$ cat config.mk
export PLATFORM = sky130hd
export DESIGN_NAME = susp_mod_ctrl
export DESIGN_NICKNAME = d
export VERILOG_FILES = /design/src/rtl/susp_mod_pkg.sv /design/src/rtl/susp_mod_regs.sv /design/src/rtl/susp_mod_speedup.sv /design/src/rtl/susp_mod_phase.sv /design/src/rtl/susp_mod_ctrl.sv
export SDC_FILE = /design/constraint.sdc
export NUM_CORES = 1
export LEC_CHECK = 0
export CORE_AREA = 2 2 112 71
export CTS_BUF_LIST = sky130_fd_sc_hd__clkbuf_4 sky130_fd_sc_hd__clkbuf_8
export DETAILED_ROUTE_END_ITERATION = 10
export DIE_AREA = 0 0 114 73
export PLACE_DENSITY = 0.67
export REMOVE_ABC_BUFFERS = 1
export SLEW_MARGIN = 15
export SYNTH_ARGS = -nofsm -noshare
export SYNTH_HDL_FRONTEND = slang
export SYNTH_SLANG_ARGS = --single-unit
$ cat constraint.sdc
create_clock -name clk -period 5.35 [get_ports clk]
set_input_delay 0.8025 -clock clk [delete_from_list [all_inputs] [get_ports clk]]
set_output_delay 0.8025 -clock clk [all_outputs]
set_load 0.05 [all_outputs]
$ cat src/rtl/susp_mod_pkg.sv
package susp_mod_pkg;

   localparam int ADDR_W   = 3;
   localparam int CFG_BITS = 3;

   // register addresses
   localparam logic [ADDR_W-1:0] REG_CFG     = 3'd0;
   localparam logic [ADDR_W-1:0] REG_ON_LEN  = 3'd1;
   localparam logic [ADDR_W-1:0] REG_OFF_LEN = 3'd2;
   localparam logic [ADDR_W-1:0] REG_SPD_CNT = 3'd3;
   localparam logic [ADDR_W-1:0] REG_STATUS  = 3'd4;
   localparam logic [ADDR_W-1:0] REG_SPD_REL = 3'd5;

   // PH_RUN: suspend released, PH_SUSP: suspend asserted
   typedef enum logic {PH_RUN = 1'b0, PH_SUSP = 1'b1} phase_e;

   // bit 2 pwrdn, bit 1 latched SMI mode, bit 0 enable
   typedef struct packed {
      logic pwrdn;
      logic lat_mode;
      logic mod_en;
   } cfg_t;

endpackage

$ cat src/rtl/susp_mod_regs.sv
module susp_mod_regs
   import susp_mod_pkg::*;
#(
   parameter int DATA_W = 16,
   parameter int DUR_W  = 8,
   parameter int SPD_W  = 8
) (
   input  logic              clk,
   input  logic              rst_n,
   input  logic              wr_en,
   input  logic              rd_en,
   input  logic [ADDR_W-1:0] addr,
   input  logic [DATA_W-1:0] wr_data,
   input  logic              latch_state,
   output cfg_t              cfg,
   output logic [DUR_W-1:0]  on_len,
   output logic [DUR_W-1:0]  off_len,
   output logic [SPD_W-1:0]  spd_cnt,
   output logic              rel_rd,
   output logic [DATA_W-1:0] rd_data
);

   localparam int STAT_BIT = DATA_W - 1;

   logic unused_wr_hi;
   assign unused_wr_hi = ^wr_data;

   always_ff @(posedge clk or negedge rst_n) begin
      if (!rst_n) begin
         cfg     <= '0;
         on_len  <= '0;
         off_len <= '0;
         spd_cnt <= '0;
      end else if (wr_en) begin
         if (addr == REG_CFG)     cfg     <= cfg_t'(wr_data[CFG_BITS-1:0]);
         if (addr == REG_ON_LEN)  on_len  <= wr_data[DUR_W-1:0];
         if (addr == REG_OFF_LEN) off_len <= wr_data[DUR_W-1:0];
         if (addr == REG_SPD_CNT) spd_cnt <= wr_data[SPD_W-1:0];
      end
   end

   assign rel_rd = rd_en && (addr == REG_SPD_REL);

   always_comb begin
      rd_data = '0;
      if (addr == REG_CFG)     rd_data[CFG_BITS-1:0] = cfg;
      if (addr == REG_ON_LEN)  rd_data[DUR_W-1:0]    = on_len;
      if (addr == REG_OFF_LEN) rd_data[DUR_W-1:0]    = off_len;
      if (addr == REG_SPD_CNT) rd_data[SPD_W-1:0]    = spd_cnt;
      if (addr == REG_STATUS)  rd_data[STAT_BIT]     = cfg.mod_en;
      if (addr == REG_SPD_REL) rd_data[0]            = latch_state;
   end

   // reserved configuration bits never appear on a read
   p_resv_zero_r2: assert property (@(posedge clk) disable iff (!rst_n)
      (addr == REG_CFG) |-> (rd_data[7:CFG_BITS] == '0));

   // a written length is visible on the next cycle
   p_len_wr_r2: assert property (@(posedge clk) disable iff (!rst_n)
      (wr_en && addr == REG_ON_LEN) |=> (on_len == $past(wr_data[DUR_W-1:0])));

endmodule

$ cat src/rtl/susp_mod_speedup.sv
module susp_mod_speedup #(
   parameter int SPD_W = 8
) (
   input  logic             clk,
   input  logic             rst_n,
   input  logic             en,
   input  logic             lat_mode,
   input  logic             smi,
   input  logic             tick,
   input  logic [SPD_W-1:0] spd_cnt,
   input  logic             rel_rd,
   output logic             latch_q,
   output logic             paused
);

   logic [SPD_W-1:0] timer_q;
   logic             smi_timed;
   logic             smi_latch;

   assign smi_timed = smi && en && !lat_mode;
   assign smi_latch = smi && en && lat_mode;

   always_ff @(posedge clk or negedge rst_n) begin
      if (!rst_n)                        timer_q <= '0;
      else if (smi_timed)                timer_q <= spd_cnt;
      else if (tick && timer_q != '0)    timer_q <= timer_q - 1'b1;
   end

   // a new SMI wins over a release read in the same cycle
   always_ff @(posedge clk or negedge rst_n) begin
      if (!rst_n)         latch_q <= 1'b0;
      else if (smi_latch) latch_q <= 1'b1;
      else if (rel_rd)    latch_q <= 1'b0;
   end

   assign paused = latch_q || (timer_q != '0);

   // every timed SMI reloads the full count
   p_timer_reload_r7: assert property (@(posedge clk) disable iff (!rst_n)
      smi_timed |=> (timer_q == $past(spd_cnt)));

   // the timer only moves on a tick or a reload
   p_timer_hold_r6: assert property (@(posedge clk) disable iff (!rst_n)
      (!tick && !smi_timed) |=> $stable(timer_q));

   // the latch is set only by an SMI seen in latched mode
   p_latch_src_r8: assert property (@(posedge clk) disable iff (!rst_n)
      $rose(latch_q) |-> $past(smi && en && lat_mode));

   // a release read without a competing SMI clears the latch
   p_latch_rel_r8: assert property (@(posedge clk) disable iff (!rst_n)
      (rel_rd && !smi_latch) |=> !latch_q);

endmodule

$ cat src/rtl/susp_mod_phase.sv
module susp_mod_phase
   import susp_mod_pkg::*;
#(
   parameter int DUR_W   = 8,
   parameter bit OUT_REG = 1'b0
) (
   input  logic             clk,
   input  logic             rst_n,
   input  logic             run,
   input  logic             tick,
   input  logic [DUR_W-1:0] on_len,
   input  logic [DUR_W-1:0] off_len,
   output logic             raw_n,
   output logic             susp_n
);

   phase_e           ph_q;
   logic [DUR_W-1:0] cnt_q;
   logic [DUR_W-1:0] dur_sel;
   logic             last;

   assign dur_sel = (ph_q == PH_SUSP) ? on_len : off_len;
   assign last    = (dur_sel == '0) || (cnt_q >= dur_sel - 1'b1);

   always_ff @(posedge clk or negedge rst_n) begin
      if (!rst_n) begin
         ph_q  <= PH_RUN;
         cnt_q <= '0;
      end else if (!run) begin
         ph_q  <= PH_RUN;
         cnt_q <= '0;
      end else if (tick) begin
         if (last) begin
            ph_q  <= (ph_q == PH_SUSP) ? PH_RUN : PH_SUSP;
            cnt_q <= '0;
         end else begin
            cnt_q <= cnt_q + 1'b1;
         end
      end
   end

   assign raw_n = !(run && ph_q == PH_SUSP);

   generate
      if (OUT_REG) begin : g_out_reg
         logic out_q;
         always_ff @(posedge clk or negedge rst_n) begin
            if (!rst_n) out_q <= 1'b1;
            else        out_q <= raw_n;
         end
         assign susp_n = out_q;
      end else begin : g_out_comb
         assign susp_n = raw_n;
      end
   endgenerate

   // the final tick of a phase switches the phase
   p_phase_flip_r3: assert property (@(posedge clk) disable iff (!rst_n)
      (run && tick && last) |=> (ph_q != $past(ph_q)));

   // after any stop, the restart is in the released phase
   p_restart_r6: assert property (@(posedge clk) disable iff (!rst_n)
      !run |=> (ph_q == PH_RUN && cnt_q == '0));

endmodule

$ cat src/rtl/susp_mod_ctrl.sv
module susp_mod_ctrl
   import susp_mod_pkg::*;
#(
   parameter int DATA_W  = 16,
   parameter int DUR_W   = 8,
   parameter int SPD_W   = 8,
   parameter bit OUT_REG = 1'b0
) (
   input  logic              clk,
   input  logic              rst_n,
   input  logic              wr_en,
   input  logic              rd_en,
   input  logic [2:0]        addr,
   input  logic [DATA_W-1:0] wr_data,
   output logic [DATA_W-1:0] rd_data,
   input  logic              smi_pulse,
   input  logic              tick,
   output logic              susp_n,
   output logic              pwrdn_mode
);

   generate
      if (DATA_W < 16) begin : g_bad_data_w
         $error("DATA_W must be at least 16");
      end
      if (DUR_W < 1 || DUR_W > DATA_W) begin : g_bad_dur_w
         $error("DUR_W out of range");
      end
      if (SPD_W < 1 || SPD_W > DATA_W) begin : g_bad_spd_w
         $error("SPD_W out of range");
      end
   endgenerate

   cfg_t             cfg;
   logic [DUR_W-1:0] on_len;
   logic [DUR_W-1:0] off_len;
   logic [SPD_W-1:0] spd_cnt;
   logic             rel_rd;
   logic             latch_q;
   logic             paused;
   logic             run;
   logic             raw_n;

   susp_mod_regs #(.DATA_W(DATA_W), .DUR_W(DUR_W), .SPD_W(SPD_W)) u_regs (
      .clk        (clk),
      .rst_n      (rst_n),
      .wr_en      (wr_en),
      .rd_en      (rd_en),
      .addr       (addr),
      .wr_data    (wr_data),
      .latch_state(latch_q),
      .cfg        (cfg),
      .on_len     (on_len),
      .off_len    (off_len),
      .spd_cnt    (spd_cnt),
      .rel_rd     (rel_rd),
      .rd_data    (rd_data)
   );

   susp_mod_speedup #(.SPD_W(SPD_W)) u_speedup (
      .clk     (clk),
      .rst_n   (rst_n),
      .en      (cfg.mod_en),
      .lat_mode(cfg.lat_mode),
      .smi     (smi_pulse),
      .tick    (tick),
      .spd_cnt (spd_cnt),
      .rel_rd  (rel_rd),
      .latch_q (latch_q),
      .paused  (paused)
   );

   assign run = cfg.mod_en && !paused;

   susp_mod_phase #(.DUR_W(DUR_W), .OUT_REG(OUT_REG)) u_phase (
      .clk    (clk),
      .rst_n  (rst_n),
      .run    (run),
      .tick   (tick),
      .on_len (on_len),
      .off_len(off_len),
      .raw_n  (raw_n),
      .susp_n (susp_n)
   );

   assign pwrdn_mode = cfg.pwrdn;

   // disabled modulation never asserts suspend
   p_idle_high_r5: assert property (@(posedge clk) disable iff (!rst_n)
      !cfg.mod_en |-> raw_n);

   // a pending pause keeps suspend released
   p_pause_high_r6: assert property (@(posedge clk) disable iff (!rst_n)
      paused |-> raw_n);

   // status bit 15 tracks the enable bit
   p_mirror_r9: assert property (@(posedge clk) disable iff (!rst_n)
      (addr == REG_STATUS) |-> (rd_data[DATA_W-1] == cfg.mod_en));

   // suspend cannot be asserted while the release latch is held
   p_latch_high_r8: assert property (@(posedge clk) disable iff (!rst_n)
      latch_q |-> susp_n || OUT_REG);

endmodule

==> results.json <==
{
  "cts_setup_buffers": 0,
  "grt_max_degree": 46,
  "tns_ns": 0,
  "final-hold-violation-count": 0,
  "cts-root-buf": "clkbuf_8",
  "cts_sinks": 45,
  "firstDrtPassIters": 5,
  "ys_warn_count": 0,
  "synth-edff-count": 0,
  "die-height_um": 73,
  "syn_area_um2": 2893,
  "gr-usage-all-layers_pct": 17.02,
  "drive_gt1_share_pct": 18.24,
  "ys_seq_elements": 45,
  "drc": 0,
  "finalCriticalPeriod_ns": 3.984,
  "vias": 2070,
  "ys.flop_type": "dfrtp_1",
  "ys_top_cells_by_count": "dfrtp_1, mux2_2, nor2_1",
  "critPathKind": "in -> out",
  "rsz0062_at_grt": "no",
  "async_flop_share_pct": 100.0,
  "wl_met1_mm": 3.661,
  "grt.overflow.total": 0,
  "syn_area_per_cell_um2": 10.56,
  "p_leak_uw": 0.001276,
  "power.internal_uw": 730.1,
  "wl_met3_um": 249,
  "hold_class": "reg -> reg",
  "crit_required_ns": 4.55,
  "grt_pass1_vias": 2040,
  "area_growth_pct": 13.67,
  "synth.area.top_cells": "dfrtp_1, mux2_2, ha_1, xor2_1, mux2i_1",
  "io_pins": 43,
  "dr.first_iter.drc_count": 151,
  "wirelength_mm": 6.520,
  "post_cts_resized": 0,
  "pre_cts_slack_ns": 1.347,
  "numCtsBuffers": 5,
  "crit_arrival_ns": 3.18,
  "fin_cells": 390,
  "core-area_um2": 7445,
  "diodes": 0,
  "rows": 25,
  "timing.final.ws_setup_ns": 1.366,
  "startpoint_type": "input port",
  "end_kind": "output port",
  "die_w_um": 114,
  "pwr-share-clk_pct": 22.6,
  "htree_levels": 2,
  "portBuffers": 27,
  "initial_utilization_pct": 38.86,
  "status": "finished, final reports clean",
  "routabilityCongestion": 0.7992,
  "clkLatencyLatePin_ns": 0.30,
  "grt_pass1_wl_mm": 10.87,
  "placed_cells": 383,
  "cp_max_fo": 15,
  "seq_area_frac_synth_pct": 38.93,
  "antenna_found_initial": 0,
  "hold_slack_ns": 0.5496,
  "yosysMostFrequentCell": "dfrtp_1",
  "irDropWorstVdd_v": 0.0001581,
  "wl_met2_mm": 2.548,
  "power.share.sequential_pct": 45.9,
  "tritoncts": "built",
  "setup_violations": 0,
  "fmax_mhz": 251.0,
  "power_frac_comb_pct": 31.5,
  "max-slew-margin-rel_pct": 31.97,
  "finClkSkew_ns": 0.005328,
  "hold_buffers": 0,
  "slew_viol_final": 0,
  "p_per_area_nw_per_um2": 343.9,
  "clkTransAtPathRegs_ns": 0.09,
  "routed_via_density": 5.308,
  "synthCells": 274,
  "hpwl_mm": 4.855,
  "cts_max_path_buffers": 2,
  "dr.max_layer_used": "met4",
  "synth_top_area_share_pct": 38.93,
  "synth_top_area_cell": "dfrtp_1",
  "fp.dieArea_um2": 8322,
  "tightest_slew_ns": 1.020,
  "drtAntennaViolNets": 0,
  "p_sw_uw": 400.8,
  "routedWlPerCell_um": 16.72,
  "fin_nets": 333,
  "fin_crit_sh_pct": 74.48,
  "synth_cell_types": 48,
  "maxCapViolations": 0,
  "sw_frac_of_total_pct": 35.44
}
==> power by group through the flow <==
| stage | Combinational, µW | Sequential [µW] | Clock [µW] |
|---|---|---|---|
| 3_3_place_gp | 345 | 521 | 0 |
| 4_1_cts | 360 | 519 | 262 |
| 6_report | 356 | 519 | 256 |
| 3_5_place_dp | 357 | 525 | 0 |
| 5_1_grt | 395 | 534 | 277 |
| 2_1_floorplan | 265 | 501 | 0 |
==> state kept, by name, indices dropped and copies added, names as in the netlist <==
register,count
u_phase.cnt_q,8
u_regs.on_len,8
u_speedup.latch_q,1
u_regs.spd_cnt,8
u_phase.ph_q,1
u_regs.off_len,8
u_speedup.timer_q,8
u_regs.cfg,3
==> kinds of logic after synthesis <==
group / count (synthesis) / share of synthesized area, %
and+or+nand+nor: 95 / 19.51
muxes: 45 / 18.43
DFF: 45 / 38.93
AOI/OAI and AO/OA: 35 / 8.132
buffers and inverters: 25 / 4.844
xor gates and xnor gates: 16 / 4.844
adders and majority gates: 12 / 5.190
other: 1 / 0.1296
==> stage by stage <==
step           util (%)  power [µW]  instance area, µm²
5_1_grt           44.17        1206                3288
6_report          44.17        1131                3288
3_3_place_gp      42.77       866.0                3184
4_1_cts           44.17        1141                3288
2_1_floorplan         -       765.8                2801
3_5_place_dp      42.77       882.1                3184
==> critical path: stages <==
cell,delay (ns)
clkdlybuf4s50_1,0.92
mux4_2,0.58
nor2b_1,0.15
clkdlybuf4s50_1,0.73
==> cell usage in the layout (no fill, tap or decap), types with 3 or more instances in the layout <==
cell type	netlist	routed
dfrtp_1	45	45
and3_1	3	3
ha_1	12	12
xor2_1	11	11
mux2i_1	8	8
nor2_1	20	20
nor2b_1	6	6
inv_1	7	7
nand2_1	16	16
nor4_1	4	4
nor3b_1	3	3
nand2b_1	8	8
clkbuf_8	0	5
conb_1	1	7
nand3_1	7	7
a22oi_1	5	5
nor3_1	4	4
mux4_2	3	3
clkdlybuf4s50_1	0	26
a21oi_1	13	13
o21ai_0	4	4
mux2_2	33	33
nand4_1	9	9
xnor2_1	5	5
==> layout make-up <==
class                           instances  area (µm²)
Tap cell                               94       117.6
Fill cell                             720        4156
Clock inverter                          2       35.03
Inverter                                7       26.28
Sequential cell                        45        1126
Clock buffer                            5       68.82
Timing Repair Buffer                   27       265.3
Multi-Input combinational cell        210        1649
==> worst paths after layout <==
kind                                   startpoint                end  slack, ns  cells past startpoint
worst max-delay path                      addr[0]         rd_data[2]       1.37                      4
worst min-delay path            u_regs.spd_cnt[7]  u_regs.spd_cnt[7]       0.55                      1
worst max register to register       u_phase.ph_q       u_phase.ph_q       1.66                     11
worst min register to register  u_regs.spd_cnt[7]  u_regs.spd_cnt[7]       0.55                      1
max in group asynchronous                   rst_n   u_regs.on_len[0]       4.05                      1
min in group asynchronous                   rst_n  u_regs.spd_cnt[4]       0.67                      1
==> routing by layer <==
| layer | GRT usage, % | up-vias |
|---|---|---|
| met2 | 22.88 | 34 |
| met1 | 26.77 | 1002 |
| met4 | 4.065 | 0 |
| met5 | 0 | - |
| li1 | - | 1026 |
| met3 | 4.402 | 8 |
No activity file was read; power rests on OpenSTA's default activity.
